### src/rtl/pwd_pkg.sv
package pwd_pkg;
  typedef enum logic [2:0] {
    ST_IDLE,
    ST_ARB,
    ST_ADDR,
    ST_DATA,
    ST_TURN
  } pwd_state_e;

  // The shared bus counts as free when neither frame nor initiator-ready is driven.
  function automatic logic bus_free(input logic frame_line_n, input logic irdy_line_n);
    return frame_line_n & irdy_line_n;
  endfunction
endpackage

### src/rtl/pwd_fsm.sv
module pwd_fsm
  import pwd_pkg::*;
(
  input  logic       clk,
  input  logic       rst_n,
  input  logic       head_is_addr,
  input  logic       grant_ok,
  input  logic       xfer,
  input  logic       last_xfer,
  input  logic       stop_seen,
  output pwd_state_e state
);
  pwd_state_e nxt;

  always_comb begin
    nxt = state;
    case (state)
      ST_IDLE: if (head_is_addr) nxt = ST_ARB;
      ST_ARB:  if (grant_ok) nxt = ST_ADDR;
      ST_ADDR: nxt = ST_DATA;
      ST_DATA: begin
        if (last_xfer)      nxt = ST_IDLE;
        else if (stop_seen) nxt = ST_TURN;
      end
      ST_TURN: nxt = ST_ARB;
      default: nxt = ST_IDLE;
    endcase
  end

  always_ff @(posedge clk or negedge rst_n) begin
    if (!rst_n) state <= ST_IDLE;
    else        state <= nxt;
  end
endmodule

### src/rtl/pwd_addr.sv
module pwd_addr #(
  parameter int BUS_W = 32,
  parameter int BE_W  = BUS_W / 8
) (
  input  logic             clk,
  input  logic             rst_n,
  input  logic             load,
  input  logic             advance,
  input  logic [BUS_W-1:0] load_addr,
  input  logic [BE_W-1:0]  load_cmd,
  output logic [BUS_W-1:0] addr_q,
  output logic [BE_W-1:0]  cmd_q
);
  localparam int STEP = BE_W;

  function automatic logic [BUS_W-1:0] next_word(input logic [BUS_W-1:0] a);
    return a + BUS_W'(STEP);
  endfunction

  always_ff @(posedge clk or negedge rst_n) begin
    if (!rst_n) begin
      addr_q <= '0;
      cmd_q  <= '0;
    end else if (load) begin
      addr_q <= load_addr;
      cmd_q  <= load_cmd;
    end else if (advance) begin
      addr_q <= next_word(addr_q);
    end
  end
endmodule

### src/rtl/pwd_drive.sv
module pwd_drive
  import pwd_pkg::*;
#(
  parameter int BUS_W = 32,
  parameter int BE_W  = BUS_W / 8
) (
  input  pwd_state_e       state,
  input  logic             q_valid,
  input  logic             q_addr_flag,
  input  logic             q_last,
  input  logic [BUS_W-1:0] q_data,
  input  logic [BE_W-1:0]  q_be,
  input  logic [BUS_W-1:0] addr_q,
  input  logic [BE_W-1:0]  cmd_q,
  input  logic             trdy_n,
  output logic             req_n,
  output logic             frame_n,
  output logic             irdy_n,
  output logic             ad_oe,
  output logic [BUS_W-1:0] ad_out,
  output logic [BE_W-1:0]  cbe_out,
  output logic             xfer
);
  logic in_addr, in_data, head_data;

  always_comb begin
    in_addr   = (state == ST_ADDR);
    in_data   = (state == ST_DATA);
    head_data = q_valid && !q_addr_flag;
    req_n     = !(state == ST_ARB);
    frame_n   = !(in_addr || (in_data && !(head_data && q_last)));
    irdy_n    = !(in_data && head_data);
    ad_oe     = in_addr || in_data;
    xfer      = !irdy_n && !trdy_n;
    ad_out    = '0;
    cbe_out   = '0;
    if (in_addr) begin
      ad_out  = addr_q;
      cbe_out = cmd_q;
    end else if (in_data) begin
      ad_out  = q_data;
      cbe_out = q_be;
    end
  end
endmodule

### src/rtl/pwd_drainer.sv
module pwd_drainer
  import pwd_pkg::*;
#(
  parameter int BUS_W = 32,
  parameter int BE_W  = BUS_W / 8
) (
  input  logic             clk,
  input  logic             rst_n,
  input  logic             q_valid,
  input  logic             q_addr_flag,
  input  logic             q_last,
  input  logic [BUS_W-1:0] q_data,
  input  logic [BE_W-1:0]  q_be,
  output logic             q_pop,
  output logic             req_n,
  input  logic             gnt_n,
  input  logic             frame_in_n,
  input  logic             irdy_in_n,
  input  logic             trdy_n,
  input  logic             stop_n,
  output logic             frame_n,
  output logic             irdy_n,
  output logic             ad_oe,
  output logic [BUS_W-1:0] ad_out,
  output logic [BE_W-1:0]  cbe_out
);
  pwd_state_e       state;
  logic             take_addr, grant_ok, xfer, last_xfer;
  logic             addr_phase, data_phase;
  logic [BUS_W-1:0] addr_q;
  logic [BE_W-1:0]  cmd_q;

  assign addr_phase = (state == ST_ADDR);
  assign data_phase = (state == ST_DATA);
  assign take_addr  = (state == ST_IDLE) && q_valid && q_addr_flag;
  assign grant_ok   = !gnt_n && bus_free(frame_in_n, irdy_in_n);
  assign last_xfer  = xfer && q_last;
  assign q_pop      = take_addr || xfer;

  pwd_fsm u_fsm (
    .clk          (clk),
    .rst_n        (rst_n),
    .head_is_addr (q_valid && q_addr_flag),
    .grant_ok     (grant_ok),
    .xfer         (xfer),
    .last_xfer    (last_xfer),
    .stop_seen    (!stop_n),
    .state        (state)
  );

  pwd_addr #(.BUS_W(BUS_W), .BE_W(BE_W)) u_addr (
    .clk       (clk),
    .rst_n     (rst_n),
    .load      (take_addr),
    .advance   (xfer),
    .load_addr (q_data),
    .load_cmd  (q_be),
    .addr_q    (addr_q),
    .cmd_q     (cmd_q)
  );

  pwd_drive #(.BUS_W(BUS_W), .BE_W(BE_W)) u_drive (
    .state       (state),
    .q_valid     (q_valid),
    .q_addr_flag (q_addr_flag),
    .q_last      (q_last),
    .q_data      (q_data),
    .q_be        (q_be),
    .addr_q      (addr_q),
    .cmd_q       (cmd_q),
    .trdy_n      (trdy_n),
    .req_n       (req_n),
    .frame_n     (frame_n),
    .irdy_n      (irdy_n),
    .ad_oe       (ad_oe),
    .ad_out      (ad_out),
    .cbe_out     (cbe_out),
    .xfer        (xfer)
  );
endmodule

### config.mk
export PLATFORM = sky130hd
export DESIGN_NAME = pwd_drainer
export DESIGN_NICKNAME = d
export VERILOG_FILES = /design/src/rtl/pwd_pkg.sv /design/src/rtl/pwd_fsm.sv /design/src/rtl/pwd_addr.sv /design/src/rtl/pwd_drive.sv /design/src/rtl/pwd_drainer.sv
export SDC_FILE = /design/constraint.sdc
export NUM_CORES = 1
export LEC_CHECK = 0
export BUFFER_PORTS_ARGS = -buffer_cell sky130_fd_sc_hd__buf_2
export CORE_MARGIN = 1.5
export CORE_UTILIZATION = 43
export DETAILED_ROUTE_END_ITERATION = 10
export GPL_TIMING_DRIVEN = 1
export PLACE_DENSITY = 0.8
export REMOVE_ABC_BUFFERS = 1
export SLEW_MARGIN = 10
export SYNTH_ARGS = -nofsm -noshare
export SYNTH_HDL_FRONTEND = slang
export SYNTH_SLANG_ARGS = --single-unit
### constraint.sdc
create_clock -name clk -period 3.14 [get_ports clk]
set_input_delay 0.942 -clock clk [delete_from_list [all_inputs] [get_ports clk]]
set_output_delay 0.942 -clock clk [all_outputs]
set_load 0.005 [all_outputs]
======== Word-level counts from Yosys, hierarchy flattened ========
Cells that the tools add are included.
word-level totals
  bits in registers ....................... 39
  logic and storage cells ................. 46
cells by class
  $add $sub $neg .......................... 1
  eq/ne operators ......................... 7
  multiplexer cells ....................... 11
  bitwise operators ....................... 1
  reductions and logical operators ........ 23
operators by type and width
  operator                                                                 number
  32-bit two-way mux                                                       4
  32-bit by 3-bit adder with 32-bit output, second input constant          1
  3-bit case mux with 5 select lines                                       1
  3-bit two-way mux                                                        4
  1-bit logical AND                                                        10
  4-bit two-way mux                                                        2
  1-bit zero test                                                          7
  3-bit by 2-bit equality test with 1-bit output, second input constant    2
  3-bit by 1-bit equality test with 1-bit output, second input constant    1
  3-bit equality test, second input constant                               1
  3-bit zero test                                                          1
  1-bit logical OR                                                         3
  3-bit inequality test, second input constant                             1
  3-bit AND reduction                                                      1
  2-bit by 1-bit inequality test with 1-bit output, second input constant  1
  2-bit inequality test, second input constant                             1
  2-bit nonzero test                                                       1
  1-bit bitwise AND                                                        1

======== Depth between registers and ports, before layout ========
  depth in word-level cells ............... 7
  gate-level depth with buffers ........... 8
  mapped depth without buffers ............ 6

======== Hierarchy ========
A second synthesis with hierarchy kept.
unflattened totals
  cells, all modules ...................... 322
  area, all modules ....................... 2,782.7 um^2
modules (own cells, without submodules)
  module       instances  cells an instance  area an instance (um^2)  sequential area each (um^2)
  pwd_addr     1          212                1,948.1                  900.9
  pwd_drive    1          88                 630.6                    0.0
  pwd_fsm      1          14                 152.6                    75.1
  pwd_drainer  1          8                  51.3                     0.0

======== Worst setup path after synthesis ========
No wires, ideal clock.
  path kind ............................... input to output
  start ................................... in trdy_n
  end ..................................... out q_pop
  arrival time ............................ 1.746 ns
  setup slack ............................. 0.452 ns
  cell stages on the path ................. 4
  path buffers ............................ 0
  path through ............................ or3b_1 -> nor2_2 -> nor2_1 -> inv_2
between the ends
  word-level cells in the longest chain between the ends .. 3
ends and longest elaborated chain
  what                RTL line           RTL
  start: declaration  pwd_drainer.sv:19  input logic trdy_n,
  1-bit zero test     pwd_drive.sv:34    xfer = !irdy_n && !trdy_n;
  1-bit logical AND   pwd_drive.sv:34
  1-bit logical OR    pwd_drainer.sv:38  assign q_pop = take_addr || xfer;
  end: declaration    pwd_drainer.sv:14  output logic q_pop,
Every way passes these cells.

======== Worst setup path in the final report ========
Same ends and word-level chain as after synthesis.

==> metrics.md <==
| Metric | Value |
|---|---|
| Status | finished, final reports clean |
| Clk pwr share | 0.183 |
| Row cnt | 29 |
| Total Power | about 2500 µW |
| Clock latency on the worst-skew pair | 0.30 ns |
| Comb pwr share | 0.406 |
| Largest family of logic cells by synthesized area | simple AND/OR/NAND/NOR gates |
| CTS Buf Count | 5 |
| Initial Utilization | 0.441 |
| Slowest-stage cell, CP | or3b_1 |
| Crit path capture type | output port |
| Clk buf depth | 2 |
| PwrDens | 738 nW/µm² |
| Crit path largest cell delay | just under 0.4 ns |
| Distinct cell type count after synthesis | 53 |
| Switch Pwr | roughly 1000 µW |
| Max Slew Vio Count | 0 |
| Hold depth | 1 |
| Die ar. | ~7000 µm² |
| Post-CTS setup buffers | 0 |
| Synth Area in Compound Gates | 0.153 |
| Initial antenna violation count | 0 |
| Vias | 2796 |
| Simple-Gate Fraction of Synth Area | 0.264 |
| I/O pins | between 80 and 90 |
| Maximum VDD drop | 0.471 mV |
| Vias per inst | 5.72 |
| DP Wirelength | just over 5000 µm |
| Hold Buf Count CTS | 0 |
| Seq cells post-synth | 39 |
| Critical Path RT | 2.20 ns |
| GP Congestion | roughly 0.89 |
| CTS tree | done |
| Sequential share of the synthesized area | 0.350 |
| Clock Tree Root | clkbuf_8 |
| CORE AREA | ~6300 µm² |
| DRC Markers | 0 |
| Reg-to-Reg End | u_addr.addr_q[22] |
| Max-slew headroom | 0.404 |
| Final Non-Filler Cells | 489 |
| Min Tclk post-route | about 2.8 ns |
| Final Util | 0.541 |
| Clock transition at path regs | about 0.080 ns |
| Critical Path Fanout Max | 4 |
| CP dominant cell by count | buf_2 |
| First-pass GRT wire length | 12600 µm |
| Async SR Flop Fraction | 1.00 |
| Crit path buf inv count | 3 |
| Sw Share | 0.400 |
| Vias in the first global route | approximately 2700 |
| Adder-cell share of the synthesized area | 0.00449 |
| FF-to-FF Start | u_fsm.state[2] |
| Post-synthesis xor/xnor area fraction | 0.0189 |
| DR iter-0 viols | 140 |
| Worst-Margin Slew | a little under 0.9 ns |
| Die X | roughly 83 µm |
| Delay-heaviest family, CP | simple AND/OR/NAND/NOR gates |
| Clk_skew | about 0.005 ns |
| Global Route Usage Sum | 0.216 |
| CP Cell Sequence | buf_2 -> or3b_1 -> nor2_2 -> nor2_1 -> inv_2 -> buf_2 |
| H-tree depth | 2 |
| Register area | roughly 980 µm² |
| Detailed Routing Iterations Pass 1 | 5 |
| Final setup fails | 0 |
| Post-synth EDFFs | 0 |
| Die Y | between 80 and 90 µm |
| Port Buffers | 86 |
| Post-DR wirelength/cell | 14.8 µm |
| Critical setup path kind | in2out |
| # fillers | 623 |
| Ys flop type | dfrtp_1 |
| Hold Fails Final Rpt | 0 |
| # diodes | 0 |
| Mux contribution to synthesized area | 0.164 |
| Post-Route WL | approximately 7200 µm |
| Max frequency | 360 MHz |
| Final nets | ~460 |
| RSZ-0062 raised after global routing | false |
| Warnings, synthesis | 0 |
| Mean Syn Cell Area | around 8.4 µm² |
| Period utilization | 0.884 |
| MaxCap Viol Count | 0 |
| Synth Cell Area | between 2000 and 3000 µm² |
| WHS Endpoint | u_addr.addr_q[1] |
| Min-delay src | u_addr.addr_q[1] |
| CP arrival | approximately 1.8 ns |
| Minimum hold slack | between 0.5 and 0.6 ns |
| Static leakage | around 0.0017 µW |
| Area delta synth->final | 22.7% |
| Hold Path Class | reg2reg |
| Reg2reg path depth | 4 |
| Cells after Synth | about 330 |
| Multi-input logic area | roughly 1700 µm² |
| Internal | ~1500 µW |
| # clock sinks | 39 |
| # resized after CTS | 0 |
| Dpl cells | between 400 and 500 |
| Layout cells sized above 1 | 0.291 |
| Pin count of the biggest net entering global routing | 41 |
| Startpoint Class | input port |
| Flop pwr share | 0.411 |
| GRT overflow | 0 |
| Routed Antenna Nets | 0 |
| Register-to-register setup slack | between 1 and 1.5 ns |
through the flow:
stage	TNS [ns]	setup slack [ns]	instance area, µm²
finish	0	0.365	3420
global route	0	0.293	3420
CTS	0	0.369	3420
detailed placement	0	0.370	3300
global placement	0	0.385	3300
floorplan	-27.53	-1.52	2690
synthesized netlist by cell type, types with 2 or more instances:
master,number,share of area
nor4_1,4,0.0090
a22oi_1,7,0.019
xnor2_1,2,0.0063
o21ai_0,23,0.041
nor2_1,50,0.067
inv_1,6,0.0081
dfrtp_1,39,0.35
buf_1,5,0.0067
a21o_1,2,0.0054
nand2_1,31,0.042
nand4_1,13,0.029
nand4b_1,2,0.0063
buf_2,5,0.0090
clkbuf_1,12,0.016
o211ai_1,4,0.011
or4_1,3,0.0081
a21oi_1,7,0.013
xor2_1,4,0.013
a31oi_1,4,0.0090
or2b_1,2,0.0054
o311ai_0,5,0.016
nor3_1,3,0.0054
a221o_1,6,0.022
mux2i_1,39,0.14
nand3_1,17,0.031
mux2_2,6,0.024
or3_1,4,0.0090
metal layers:
layer / up-vias / track usage / part of all wire
met5: - / 0 / 0
met4: 0 / 0.0611 / 0.014
met3: 13 / 0.0544 / 0.061
met2: 110 / 0.344 / 0.47
met1: 1306 / 0.294 / 0.45
li1: 1367 / - / -
registers in the layout (all words and copies together), names as in the netlist:
register and count:
u_addr.cmd_q 4, u_fsm.state 3, u_addr.addr_q 32
kinds of logic after synthesis:
family,Yosys count
compound gates,64
mux,45
simple gates,146
buf+inv,30
fa+ha+maj,1
xor+xnor,6
flops,39
final cells by class:
type	count	share of cell area
clock inverters	2	0.0114
multi-input cells	262	0.495
well taps	77	0.0282
repair buffers	96	0.148
flip-flops and latches	39	0.286
inverters	7	0.00769
clock buffers	6	0.0242
layout by cell type, fill, tap and decap left out, types with 2 or more instances in the layout:
cell type   n
o211ai_1    4
xor2_1      4
or2b_1      2
nand2_1    31
a21oi_1     7
a21o_1      2
nor4_1      4
nor2_1     49
o21ai_0    23
or4_1       3
dfrtp_1    38
xnor2_1     2
buf_2      86
a22oi_1     7
nor3_1      3
nand4_1    13
nand4b_1    2
a31oi_1     4
o311ai_0    5
a221o_1     6
inv_1       6
clkbuf_8    6
mux2_2      6
buf_4      10
nand3_1    17
or3_1       4
mux2i_1    39
worst max-delay path by stage:
| stage | from | end | slack [ns] | depth (start not counted) |
|---|---|---|---|---|
| 2_1_floorplan | u_fsm.state[0] | q_pop | -1.52 | 4 |
| 3_3_place_gp | trdy_n | q_pop | 0.39 | 6 |
| 5_1_grt | trdy_n | q_pop | 0.29 | 6 |
| 4_1_cts | trdy_n | q_pop | 0.37 | 6 |
| 3_5_place_dp | trdy_n | q_pop | 0.37 | 6 |
| 6_report | trdy_n | q_pop | 0.37 | 6 |
power groups by stage:
stage | registers (µW) | logic (µW) | clock network, µW
detailed placement | 1040 | 1040 | 0
CTS | 1030 | 1040 | 469
global route | 1080 | 1150 | 495
global placement | 1020 | 1010 | 0
finish | 1040 | 1020 | 462
floorplan | 1030 | 668 | 0
Note: power is estimated with default switching activity, not from simulation.
